## src/rtl/exc_entry_pkg.sv

```systemverilog
package exc_entry_pkg;

   typedef enum logic [1:0] {
      SRC_NONE = 2'd0,
      SRC_FAST = 2'd1,
      SRC_NORM = 2'd2,
      SRC_TRAP = 2'd3
   } exc_src_e;

   // status word field positions
   localparam int MODE_LSB  = 0;
   localparam int TSTATE_BIT = 5;
   localparam int FMASK_BIT = 6;
   localparam int NMASK_BIT = 7;
   localparam int JSTATE_BIT = 24;

   // target modes
   localparam logic [4:0] MODE_FAST = 5'b10001;
   localparam logic [4:0] MODE_NORM = 5'b10010;
   localparam logic [4:0] MODE_SVC  = 5'b10011;

   // vector offsets
   localparam logic [7:0] OFS_TRAP = 8'h08;
   localparam logic [7:0] OFS_NORM = 8'h18;
   localparam logic [7:0] OFS_FAST = 8'h1C;

endpackage

```

## src/rtl/exc_prio_arb.sv

```systemverilog
module exc_prio_arb
   import exc_entry_pkg::*;
#(
   parameter int STAT_W = 32
) (
   input  logic              clk,
   input  logic              rst_n,
   input  logic              fast_req_i,
   input  logic              norm_req_i,
   input  logic              sw_trap_i,
   input  logic              flush_i,
   input  logic [STAT_W-1:0] stat_i,
   output exc_src_e          src_o
);

   logic fast_ok, norm_ok, trap_ok;
   logic trap_hold_q, trap_hold_d;

   assign fast_ok = fast_req_i & ~stat_i[FMASK_BIT];
   assign norm_ok = norm_req_i & ~stat_i[NMASK_BIT];
   assign trap_ok = sw_trap_i | trap_hold_q;

   always_comb begin
      src_o = SRC_NONE;
      if (!flush_i) begin
         if (fast_ok)      src_o = SRC_FAST;
         else if (norm_ok) src_o = SRC_NORM;
         else if (trap_ok) src_o = SRC_TRAP;
      end
   end

   assign trap_hold_d = trap_ok & (src_o != SRC_TRAP);

   always_ff @(posedge clk) begin
      if (!rst_n) trap_hold_q <= 1'b0;
      else        trap_hold_q <= trap_hold_d;
   end


   fast_wins_chk: assert property (@(posedge clk) disable iff (!rst_n)
      (fast_ok && norm_ok && !flush_i) |-> (src_o == SRC_FAST));


   trap_kept_chk: assert property (@(posedge clk) disable iff (!rst_n)
      (sw_trap_i && src_o != SRC_TRAP) |=> trap_hold_q);

endmodule

```

## src/rtl/exc_stat_build.sv

```systemverilog
module exc_stat_build
   import exc_entry_pkg::*;
#(
   parameter int STAT_W   = 32,
   parameter int ADDR_W   = 32,
   parameter int MODE_W   = 5,
   parameter bit HIGH_VEC = 1'b0
) (
   input  exc_src_e          src_i,
   input  logic [STAT_W-1:0] stat_i,
   output logic [MODE_W-1:0] mode_o,
   output logic [ADDR_W-1:0] vec_o,
   output logic [STAT_W-1:0] stat_o
);

   localparam int OFS_W = 8;
   logic [OFS_W-1:0]  ofs;
   logic [ADDR_W-1:0] base;

   always_comb begin
      unique case (src_i)
         SRC_FAST: begin mode_o = MODE_FAST; ofs = OFS_FAST; end
         SRC_NORM: begin mode_o = MODE_NORM; ofs = OFS_NORM; end
         SRC_TRAP: begin mode_o = MODE_SVC;  ofs = OFS_TRAP; end
         default:  begin mode_o = '0;        ofs = '0;       end
      endcase
   end

   generate
      if (HIGH_VEC) begin : g_high
         assign base = {{(ADDR_W-16){1'b1}}, 16'h0000};
      end else begin : g_low
         assign base = '0;
      end
   endgenerate

   assign vec_o = base | {{(ADDR_W-OFS_W){1'b0}}, ofs};

   always_comb begin
      stat_o = stat_i;
      stat_o[MODE_LSB +: MODE_W] = mode_o;
      stat_o[NMASK_BIT]  = 1'b1;
      if (src_i == SRC_FAST) stat_o[FMASK_BIT] = 1'b1;
      stat_o[TSTATE_BIT] = 1'b0;
      stat_o[JSTATE_BIT] = 1'b0;
   end

endmodule

```

## src/rtl/exc_entry_ctrl.sv

```systemverilog
module exc_entry_ctrl
   import exc_entry_pkg::*;
#(
   parameter int STAT_W   = 32,
   parameter int ADDR_W   = 32,
   parameter int MODE_W   = 5,
   parameter bit HIGH_VEC = 1'b0
) (
   input  logic              clk,
   input  logic              rst_n,
   input  logic              fast_req_i,
   input  logic              norm_req_i,
   input  logic              sw_trap_i,
   input  logic [STAT_W-1:0] cur_stat_i,
   input  logic [ADDR_W-1:0] next_pc_i,
   output logic              take_o,
   output logic [MODE_W-1:0] tgt_mode_o,
   output logic [ADDR_W-1:0] vec_addr_o,
   output logic [ADDR_W-1:0] ret_addr_o,
   output logic [STAT_W-1:0] saved_stat_o,
   output logic [STAT_W-1:0] new_stat_o
);

   generate
      if (STAT_W < JSTATE_BIT + 1) begin : g_bad_stat
         $error("STAT_W too narrow for the status fields");
      end
      if (ADDR_W < 16) begin : g_bad_addr
         $error("ADDR_W must be at least 16");
      end
      if (MODE_W != 5) begin : g_bad_mode
         $error("MODE_W must be 5");
      end
   endgenerate

   exc_src_e          src;
   logic [MODE_W-1:0] mode_d;
   logic [ADDR_W-1:0] vec_d;
   logic [STAT_W-1:0] stat_d;

   exc_prio_arb #(.STAT_W(STAT_W)) u_arb (
      .clk        (clk),
      .rst_n      (rst_n),
      .fast_req_i (fast_req_i),
      .norm_req_i (norm_req_i),
      .sw_trap_i  (sw_trap_i),
      .flush_i    (take_o),
      .stat_i     (cur_stat_i),
      .src_o      (src)
   );

   exc_stat_build #(
      .STAT_W   (STAT_W),
      .ADDR_W   (ADDR_W),
      .MODE_W   (MODE_W),
      .HIGH_VEC (HIGH_VEC)
   ) u_build (
      .src_i  (src),
      .stat_i (cur_stat_i),
      .mode_o (mode_d),
      .vec_o  (vec_d),
      .stat_o (stat_d)
   );

   always_ff @(posedge clk) begin
      if (!rst_n) begin
         take_o       <= 1'b0;
         tgt_mode_o   <= '0;
         vec_addr_o   <= '0;
         ret_addr_o   <= '0;
         saved_stat_o <= '0;
         new_stat_o   <= '0;
      end else begin
         take_o <= (src != SRC_NONE);
         if (src != SRC_NONE) begin
            tgt_mode_o   <= mode_d;
            vec_addr_o   <= vec_d;
            ret_addr_o   <= next_pc_i;
            saved_stat_o <= cur_stat_i;
            new_stat_o   <= stat_d;
         end
      end
   end


   single_pulse_chk: assert property (@(posedge clk) disable iff (!rst_n)
      take_o |=> !take_o);


   fast_entry_chk: assert property (@(posedge clk) disable iff (!rst_n)
      (fast_req_i && !cur_stat_i[FMASK_BIT] && !take_o) |=>
         (take_o && tgt_mode_o == MODE_FAST));


   saved_stat_chk: assert property (@(posedge clk) disable iff (!rst_n)
      (src != SRC_NONE) |=> (saved_stat_o == $past(cur_stat_i)));


   mask_set_chk: assert property (@(posedge clk) disable iff (!rst_n)
      take_o |-> (new_stat_o[NMASK_BIT] && !new_stat_o[TSTATE_BIT]));


   hold_chk: assert property (@(posedge clk) disable iff (!rst_n)
      (src == SRC_NONE) |=> $stable(vec_addr_o) && $stable(new_stat_o));

endmodule

```

## config.mk

```make
export PLATFORM = sky130hd
export DESIGN_NAME = exc_entry_ctrl
export DESIGN_NICKNAME = d
export VERILOG_FILES = /design/src/rtl/exc_entry_pkg.sv /design/src/rtl/exc_prio_arb.sv /design/src/rtl/exc_stat_build.sv /design/src/rtl/exc_entry_ctrl.sv
export SDC_FILE = /design/constraint.sdc
export NUM_CORES = 1
export LEC_CHECK = 0
export ABC_AREA = 0
export ABC_CLOCK_PERIOD_IN_PS = 2300
export BUFFER_PORTS_ARGS = -buffer_cell sky130_fd_sc_hd__clkbuf_2
export CORE_ASPECT_RATIO = 1.1
export CORE_MARGIN = 2
export CORE_UTILIZATION = 45
export CTS_BUF_LIST = sky130_fd_sc_hd__clkbuf_4
export DETAILED_ROUTE_END_ITERATION = 7
export GPL_ROUTABILITY_DRIVEN = 0
export HOLD_SLACK_MARGIN = 0.06
export PLACE_DENSITY = 0.83
export RECOVER_POWER = 50
export SKIP_LAST_GASP = 1
export SYNTH_ARGS = -nofsm -noshare
export SYNTH_HDL_FRONTEND = slang
export SYNTH_SLANG_ARGS = --single-unit
```

## constraint.sdc

```tcl
create_clock -name clk -period 2.3 [get_ports clk]
set_input_delay 0.23 -clock clk [delete_from_list [all_inputs] [get_ports clk]]
set_output_delay 0.23 -clock clk [all_outputs]
set_load 0.01 [all_outputs]
```

==> impl_metrics.env, run 1 <==
export IMPL_synth_seq_area_share_pct=43.68
export IMPL_ys_top_cells_by_area="dfxtp_1, mux2i_1, buf_4"
export IMPL_io_pins=203
export IMPL_nets=567
export IMPL_ant_nets=0
export IMPL_rsz0062_at_grt="no"
export IMPL_grt_pass1_wl_um=11070
export IMPL_peakVddDrop_v=0.0004678
export IMPL_numCtsBuffers=9
export IMPL_num_rows=32
export IMPL_critPathKind="flip-flop to flip-flop"
export IMPL_leakage_nw=2.001
export IMPL_vias=2593
export IMPL_crit_required_ns=2.59
export IMPL_setup_viol=0
export IMPL_drtPass1Iterations=4
export IMPL_hold_viol=0
export IMPL_startpoint="u_arb.trap_hold_q$_SDFF_PN0_"
export IMPL_final_common_cell="clkbuf_1"
export IMPL_syn_avg_cell_area_um2=10.69
export IMPL_cts_root_buf="clkbuf_4"
export IMPL_worst_pin_slew_ns=0.5018
export IMPL_cts_sinks=73
export IMPL_area_growth_pct=30.96
export IMPL_max_slew_margin_pct=66.55
export IMPL_start_kind="flip-flop"
export IMPL_diodes=0
export IMPL_wl_per_cell_um=12.52
export IMPL_drtIter0Drc=41
export IMPL_min_period_over_period_pct=80.56
export IMPL_min_from="next_pc_i[27]"
export IMPL_final_cell_mix="clkbuf_1, clkbuf_2, dfxtp_1"
export IMPL_numPortBuffers=167
export IMPL_dp_hpwl_um=4681
export IMPL_tns_ns=0
export IMPL_slowest_stage="dfxtp_1"
export IMPL_clockBufferDepth=2
export IMPL_synth_seq_cells=73
export IMPL_final_layout_size_suffix_gt1_share_pct=20.60
export IMPL_reg2reg_slack_ns=0.45
export IMPL_reg2reg_from="u_arb.trap_hold_q$_SDFF_PN0_"
export IMPL_crit_chain="or2_2 > a21oi_1 > or2_2 > ha_4 > buf_12 > mux2i_1 > nor2b_1"
export IMPL_ys_types=23
export IMPL_synthCells=313
export IMPL_syn_area_mm2=0.003346
export IMPL_first_global_vias=2434
export IMPL_grt_overflow_total=0
export IMPL_cp_data_arrival_time_ns=2.14
export IMPL_crit_path_end_kind="flip-flop"
export IMPL_outcome="finished, final reports clean"
export IMPL_worstPathMaxFanout=38
export IMPL_cts_clk_slew_worst_paths_ns=0.12
export IMPL_viasPerCell=4.432
export IMPL_coreArea_mm2=0.007127
export IMPL_initial_core_util_pct=46.95
export IMPL_path_common_cell="or2_2"
export IMPL_max_freq_ghz=0.5397
export IMPL_wirelength_um=7326
export IMPL_yosys_area_top_type="dfxtp_1"
export IMPL_track_usage_pct=17.34
export IMPL_htreeDepth=3
export IMPL_drcViolationCount=0
export IMPL_chipWidth_um=86.22
export IMPL_die_area_mm2=0.008142
export IMPL_post_cts_setup_buffer_count=0
export IMPL_critPathTopFamily="simple AND/OR/NAND/NOR gates"
export IMPL_ctsResizeCount=0
export IMPL_clk_latency_ns=0.40
export IMPL_fillCellCount=647
export IMPL_drv_cap=0
export IMPL_grt_max_degree=39
export IMPL_skew_ns=0.009491
export IMPL_antenna_found_initial=0
export IMPL_hold_path_class="input port to flip-flop"
export IMPL_pwr_density_cell_mw_per_mm2=742.2
export IMPL_critical_path_buf_inv_count=1
export IMPL_fin_util_pct=61.48
export IMPL_maxSlewViolCount=0
export IMPL_cts_tree="built"
export IMPL_synth_top_area_share_pct=43.68
export IMPL_post_route_min_period_ns=1.853
export IMPL_crit_path_max_incr_delay_ns=0.32
export IMPL_dieHeight_um=94.44
export IMPL_yosysWarningCount=0
## layer usage
layer / vias to the layer above / share of wire (%) / GRT usage [%]
li1: 1286 / - / -
met3: 12 / 7.4 / 6.119
met4: 0 / 1.6 / 7.943
met1: 1177 / 39 / 17.26
met2: 118 / 52 / 32.11
met5: - / 0 / 0
## synthesized netlist by cell type
cell,instances
a211o_1,1
a21boi_0,2
a21oi_1,1
a22oi_1,1
buf_12,5
buf_2,2
buf_4,65
clkbuf_1,6
clkbuf_2,1
conb_1,1
dfxtp_1,73
ha_1,3
inv_1,3
mux2i_1,65
nand2_1,1
nand2b_1,3
nand3_1,1
nor2_1,4
nor2b_1,69
nor3b_1,1
o21ai_0,1
o311a_1,2
or2_2,2
## path summary, 6_finish.rpt
path,cells past startpoint,end
max,7,ret_addr_o[29]$_SDFFE_PN0P_
min,3,ret_addr_o[27]$_SDFFE_PN0P_
max reg2reg,7,ret_addr_o[29]$_SDFFE_PN0P_
min reg2reg,2,new_stat_o[7]$_SDFFE_PN0P_
## cell families (layout without fill, tap and decap cells)
kind of cell	Yosys count	count (layout)	share of synthesized area, %
AND/OR/NAND/NOR	81	81	14.77
flip-flops	73	73	43.68
multiplexers	65	65	19.45
other	1	35	0.1121
adder cells (fa/ha/maj)	3	3	1.122
buffers and inverters	82	235	19.04
AO/OA/AOI/OAI	8	8	1.832
## timing repair
action / CTS / global route
endpoints found under the hold margin: 45 / 0
setup endpoints to repair: 0 / 0
hold buffers: 45 / 0
## metrics by stage
step,hold slack (ns),setup slack [ns],cells,total power [mW],cell area [um2]
global placement,0.4441,0.5052,524,2.240,3857
floorplan,0.3936,0.5693,347,2.120,3473
finish,0.09123,0.4472,585,3.252,4382
global route,0.06801,0.3175,585,3.429,4382
CTS,0.06108,0.4317,585,3.324,4489
detailed placement,0.4563,0.4461,524,2.259,3857
## tightest hold or removal path: cells and delay by family
family                 cells  cell delay (ns)
buffers and inverters      1             0.07
muxes                      1             0.06
and+or+nand+nor            1             0.10
## power by group
| group | leakage, nW | internal [mW] | total (mW) | switching (mW) |
|---|---|---|---|---|
| sequential | 0.605 | 1.39 | 1.47 | 0.0789 |
| combinational | 1.30 | 0.378 | 0.786 | 0.408 |
| clock | 0.0940 | 0.558 | 0.995 | 0.437 |
## registers in the layout, summed over array words and instances, names as in the netlist
name and cells:
new_stat_o 3, ret_addr_o 32, u_arb.trap_hold_q 1, tgt_mode_o 2, take_o 1, saved_stat_o 32, vec_addr_o 2
## cell type report
class                      instances  area [um2]  share of cell area, %
sequential                        73        1461                  33.35
multi-input combinational        192        1388                  31.67
timing repair buffer             216        1234                  28.16
clock inverter                     6       106.4                  2.427
tap                               85       106.4                  2.427
clock buffer                      10       75.07                  1.713
inverter                           3       11.26                 0.2570
No activity file was read; power rests on OpenSTA's default activity.
==> run 2: changes to the inputs <==
--- a/config.mk
+++ b/config.mk
@@ -6,16 +6,16 @@
 export NUM_CORES = 1
 export LEC_CHECK = 0
 export ABC_AREA = 0
-export ABC_CLOCK_PERIOD_IN_PS = 2300
+export ABC_CLOCK_PERIOD_IN_PS = 1700
 export BUFFER_PORTS_ARGS = -buffer_cell sky130_fd_sc_hd__clkbuf_2
 export CORE_ASPECT_RATIO = 1.1
 export CORE_MARGIN = 2
-export CORE_UTILIZATION = 45
+export CORE_UTILIZATION = 40
 export CTS_BUF_LIST = sky130_fd_sc_hd__clkbuf_4
 export DETAILED_ROUTE_END_ITERATION = 7
 export GPL_ROUTABILITY_DRIVEN = 0
 export HOLD_SLACK_MARGIN = 0.06
-export PLACE_DENSITY = 0.83
+export PLACE_DENSITY = 0.78
 export RECOVER_POWER = 50
 export SKIP_LAST_GASP = 1
 export SYNTH_ARGS = -nofsm -noshare
==> constraint.sdc (replaced) <==
create_clock -name clk -period 1.7 [get_ports clk]
set_input_delay 0.17 -clock clk [delete_from_list [all_inputs] [get_ports clk]]
set_output_delay 0.17 -clock clk [all_outputs]
set_load 0.01 [all_outputs]
==> impl_metrics.env, run 2 (synthesis results as in run 1) <==
export IMPL_outcome="finished, final reports clean"
export IMPL_initial_core_util_pct=40.64
export IMPL_drtPass1Iterations=4
export IMPL_antenna_found_initial=0
export IMPL_clockBufferDepth=2
export IMPL_clk_latency_ns=0.41
export IMPL_leakage_nw=2.209
export IMPL_holdPathStages=3
export IMPL_worstPathMaxFanout=6
export IMPL_maxSlewViolCount=0
export IMPL_first_global_vias=2561
export IMPL_numPortBuffers=167
export IMPL_power_mw=4.437
export IMPL_chipWidth_um=91.20
export IMPL_cts_tree="built"
export IMPL_cts_clk_slew_worst_paths_ns=0.12
export IMPL_r2r_cells=8
export IMPL_io_pins=203
export IMPL_nets=597
export IMPL_die_area_mm2=0.009113
export IMPL_reg2reg_to="ret_addr_o[5]$_SDFFE_PN0P_"
export IMPL_wirelength_um=8234
export IMPL_final_common_cell="clkbuf_2"
export IMPL_drv_cap=0
export IMPL_min_period_over_period_pct=99.63
export IMPL_setup_viol=0
export IMPL_viasPerCell=4.239
export IMPL_hold_ws_ns=0.08638
export IMPL_hold_path_end="u_arb.trap_hold_q$_SDFF_PN0_"
export IMPL_diodes=0
export IMPL_final_cell_mix="clkbuf_2, dfxtp_1, nor2b_1, clkbuf_1"
export IMPL_ant_nets=0
export IMPL_grt_pass1_wl_um=12220
export IMPL_start_kind="flip-flop"
export IMPL_seq_area_mm2=0.001463
export IMPL_area_growth_pct=42.82
export IMPL_hold_viol=0
export IMPL_grt_overflow_total=0
export IMPL_reg2reg_slack_ns=0.006
export IMPL_peakVddDrop_v=0.0004325
export IMPL_cp_data_arrival_time_ns=2.01
export IMPL_cts_root_buf="clkbuf_4"
export IMPL_drtIter0Drc=37
export IMPL_dieHeight_um=99.92
export IMPL_coreArea_mm2=0.008233
export IMPL_crit_path_end_kind="flip-flop"
export IMPL_rsz0062_at_grt="yes"
export IMPL_final_layout_size_suffix_gt1_share_pct=25.47
export IMPL_cts_sinks=73
export IMPL_place_inst=555
export IMPL_num_rows=35
export IMPL_pwr_density_cell_mw_per_mm2=928.6
export IMPL_reg2reg_from="u_arb.trap_hold_q$_SDFF_PN0_"
export IMPL_top_regs="ret_addr_o (32), saved_stat_o (32), new_stat_o (3)"
export IMPL_htreeDepth=3
export IMPL_min_from="sw_trap_i"
export IMPL_post_route_min_period_ns=1.694
export IMPL_numCtsBuffers=9
export IMPL_wl_per_cell_um=12.85
export IMPL_final_cells=641
export IMPL_grt_max_degree=75
export IMPL_vias=2717
export IMPL_drcViolationCount=0
export IMPL_skew_ns=0.009363
export IMPL_track_usage_pct=16.95
export IMPL_multi_input_area_mm2=0.001404
export IMPL_max_freq_ghz=0.5904
export IMPL_crit_required_ns=2.02
export IMPL_fillCellCount=753
export IMPL_dp_hpwl_um=4869
export IMPL_hold_path_class="input port to flip-flop"
export IMPL_critPathKind="flip-flop to flip-flop"
==> run 2: changes by cell type in the layout (fill, tap and decap cells not counted), sizes merged <==
cell | before | now
buf | 4 | 14
bufinv | 3 | 2
clkbuf | 177 | 178
clkinv | 2 | 4
dlygate4sd3 | 45 | 63
==> run 2: how the worst max path moves through the flow <==
stage | slack (ns) | from | cells past startpoint | endpoint
finish | 0.006 | u_arb.trap_hold_q$_SDFF_PN0_ | 8 | ret_addr_o[5]$_SDFFE_PN0P_
floorplan | 0.05 | u_arb.trap_hold_q$_SDFF_PN0_ | 9 | saved_stat_o[10]$_SDFFE_PN0P_
global placement | 0.04 | u_arb.trap_hold_q$_SDFF_PN0_ | 7 | saved_stat_o[22]$_SDFFE_PN0P_
CTS | -0.02 | u_arb.trap_hold_q$_SDFF_PN0_ | 7 | ret_addr_o[1]$_SDFFE_PN0P_
detailed placement | 0.005 | u_arb.trap_hold_q$_SDFF_PN0_ | 7 | saved_stat_o[16]$_SDFFE_PN0P_
global route | -0.07 | u_arb.trap_hold_q$_SDFF_PN0_ | 8 | ret_addr_o[5]$_SDFFE_PN0P_
==> run 2: worst max-delay path, cell delays in order, from the launching register on <==
cell     delay, ns
dfxtp_2       0.33
or2_4         0.22
a21oi_2       0.13
or2_4         0.15
ha_4          0.20
buf_6         0.14
buf_12        0.13
mux2i_2       0.22
nor2b_1       0.07
==> run 2: timing repair <==
item,4_1_cts,5_1_grt
resized for setup,0,11
endpoints found under the hold margin,63,0
gates cloned,0,2
buffers inserted,0,6
pin swaps,0,3
endpoints found under the setup margin,5,62
hold buffers,63,0
==> run 2: cell type report <==
cell class                 instances  share of cell area (%)
tap                              111                   2.907
timing repair buffer             246                   33.67
sequential                        73                   30.61
inverter                           3                  0.2357
multi-input combinational        192                   29.38
clock buffer                       9                   1.414
clock inverter                     7                   1.781
==> run 2: report_power, final <==
part           switching (mW)  total, mW  internal (mW)
clock                   0.601       1.18          0.582
combinational           0.597       1.26          0.661
sequential              0.111       2.00           1.88
total                    1.31       4.44           3.13
==> run 2: per-stage QoR <==
| step | setup TNS [ns] | setup slack, ns | instance area [um2] | util [%] |
|---|---|---|---|---|
| floorplan | 0 | 0.04969 | 3498 | - |
| global placement | 0 | 0.04239 | 3961 | 48.12 |
| detailed placement | 0 | 0.004895 | 3961 | 48.12 |
| CTS | -0.03446 | -0.01936 | 4745 | 57.63 |
| global route | -0.9531 | -0.06725 | 4778 | 58.04 |
| finish | 0 | 0.006232 | 4778 | 58.04 |
==> run 2: routing by layer <==
metal / wire, um / GRT usage, % / up-vias
met5: 0 / 0 / -
met4: 193 / 8.042 / 0
met3: 525 / 5.255 / 18
met2: 4491 / 32.25 / 116
met1: 3024 / 16.68 / 1233
li1: - / - / 1350
==> run 3: changes to the inputs <==
--- a/config.mk
+++ b/config.mk
@@ -9,7 +9,6 @@
 export ABC_CLOCK_PERIOD_IN_PS = 1700
 export BUFFER_PORTS_ARGS = -buffer_cell sky130_fd_sc_hd__clkbuf_2
 export CORE_ASPECT_RATIO = 1.1
-export CORE_MARGIN = 2
 export CORE_UTILIZATION = 40
 export CTS_BUF_LIST = sky130_fd_sc_hd__clkbuf_4
 export DETAILED_ROUTE_END_ITERATION = 7
==> impl_metrics.env, run 3 (synthesis results as in run 1) <==
export IMPL_max_freq_ghz=0.5736
export IMPL_rsz0062_at_grt="yes"
export IMPL_dieHeight_um=97.92
export IMPL_setup_viol=11
export IMPL_reg2reg_slack_ns=-0.04
export IMPL_vias=2749
export IMPL_drcViolationCount=0
export IMPL_post_route_min_period_ns=1.743
export IMPL_nets=600
export IMPL_dp_hpwl_um=4620
export IMPL_cts_sinks=73
export IMPL_min_period_over_period_pct=102.5
export IMPL_grt_max_degree=45
export IMPL_final_common_cell="clkbuf_2"
export IMPL_clockBufferDepth=2
export IMPL_hold_viol=0
export IMPL_top_regs="ret_addr_o (32), saved_stat_o (32), new_stat_o (3)"
export IMPL_maxSlewViolCount=0
export IMPL_diodes=0
export IMPL_numPortBuffers=167
export IMPL_crit_required_ns=1.99
export IMPL_hold_path_class="input port to flip-flop"
export IMPL_grt_overflow_total=0
export IMPL_numCtsBuffers=9
export IMPL_start_kind="flip-flop"
export IMPL_io_pins=203
export IMPL_power_mw=4.689
export IMPL_antenna_found_initial=0
export IMPL_chipWidth_um=89.20
export IMPL_ant_nets=0
export IMPL_worst_pin_slew_ns=0.5391
export IMPL_cts_tree="built"
export IMPL_drtPass1Iterations=6
export IMPL_wl_per_cell_um=13.05
export IMPL_final_cell_mix="clkbuf_2, dfxtp_1, nor2b_1"
export IMPL_max_slew_margin_pct=64.06
export IMPL_worstPathMaxFanout=8
export IMPL_area_growth_pct=47.38
export IMPL_final_layout_size_suffix_gt1_share_pct=29.76
export IMPL_die_area_mm2=0.008734
export IMPL_coreArea_mm2=0.007998
export IMPL_first_global_vias=2592
export IMPL_track_usage_pct=17.85
export IMPL_drtIter0Drc=36
export IMPL_pwr_density_cell_mw_per_mm2=950.9
export IMPL_leakage_nw=2.299
export IMPL_wirelength_um=8336
export IMPL_htreeDepth=3
export IMPL_grt_pass1_wl_um=12010
export IMPL_crit_path_end_kind="flip-flop"
export IMPL_outcome="finished with violations"
export IMPL_drv_cap=0
export IMPL_violations="setup timing"
export IMPL_fillCellCount=674
export IMPL_layout_setup_ws_ns=-0.04328
export IMPL_num_rows=34
export IMPL_peakVddDrop_v=0.0004460
export IMPL_cts_clk_slew_worst_paths_ns=0.12
export IMPL_cts_root_buf="clkbuf_4"
export IMPL_viasPerCell=4.302
export IMPL_critPathKind="flip-flop to flip-flop"
export IMPL_skew_ns=0.01067
export IMPL_hold_ws_ns=0.1416
export IMPL_cp_data_arrival_time_ns=2.03
export IMPL_clk_latency_ns=0.40
export IMPL_initial_core_util_pct=41.83
-- run 3: where the power goes --
part           internal, mW  leakage, nW  switching [mW]
clock network         0.732       0.0881           0.587
logic                 0.739         1.61           0.634
registers              1.88        0.606           0.113
total                  3.36         2.30            1.33
-- run 3: path summary, 6_finish.rpt --
| check | start | to | depth (start not counted) |
|---|---|---|---|
| setup reg to reg | u_arb.trap_hold_q$_SDFF_PN0_ | ret_addr_o[23]$_SDFFE_PN0P_ | 8 |
| hold / removal | cur_stat_i[6] | saved_stat_o[6]$_SDFFE_PN0P_ | 4 |
| hold reg to reg | new_stat_o[7]$_SDFFE_PN0P_ | new_stat_o[7]$_SDFFE_PN0P_ | 2 |
| setup / recovery | u_arb.trap_hold_q$_SDFF_PN0_ | ret_addr_o[23]$_SDFFE_PN0P_ | 8 |
-- run 3: per-layer routing --
metal / routed length, um / track usage, % / part of all wire, % / vias up
met3: 572 / 4.311 / 6.9 / 16
met5: 0 / 0 / 0 / -
li1: - / - / - / 1349
met4: 136 / 7.570 / 1.6 / 0
met2: 4313 / 33.29 / 52 / 134
met1: 3314 / 18.41 / 40 / 1250
-- run 3: metrics by stage --
stage               utilization (%)  instances  instance area (um2)  setup slack (ns)  TNS (ns)
floorplan                         -        347                 3498           0.04969         0
global placement              49.20        549                 3935           0.02107         0
detailed placement            49.20        549                 3935          -0.06509   -0.3509
CTS                           61.42        636                 4912          -0.04351   -0.5635
global route                  61.66        639                 4931           -0.1214    -3.414
finish                        61.66        639                 4931          -0.04328   -0.1667
-- run 3: timing repair --
action,CTS,global route
endpoints found under the hold margin,64,0
buffers inserted,6,1
gates resized for setup,5,13
hold buffers,64,0
cloned,3,4
pin swaps,3,4
endpoints found under the setup margin,34,62
-- run 3: critical path: stages (launching register included) --
cell and delay [ns]:
dfxtp_2 0.34, or2_4 0.23, a21oi_4 0.16, or2_4 0.15, ha_4 0.15, buf_4 0.15
buf_12 0.14, mux2i_1 0.21, nor2b_1 0.09
-- run 3: layout make-up --
| class | instances | area, um2 | area share (%) |
|---|---|---|---|
| repair buffers | 249 | 1710 | 34.69 |
| flip-flops and latches | 73 | 1463 | 29.66 |
| multi-input cells | 192 | 1438 | 29.16 |
| well taps | 108 | 135.1 | 2.740 |
| clock inverters | 5 | 106.4 | 2.157 |
| clock buffers | 9 | 67.56 | 1.370 |
| inverters | 3 | 11.26 | 0.2284 |
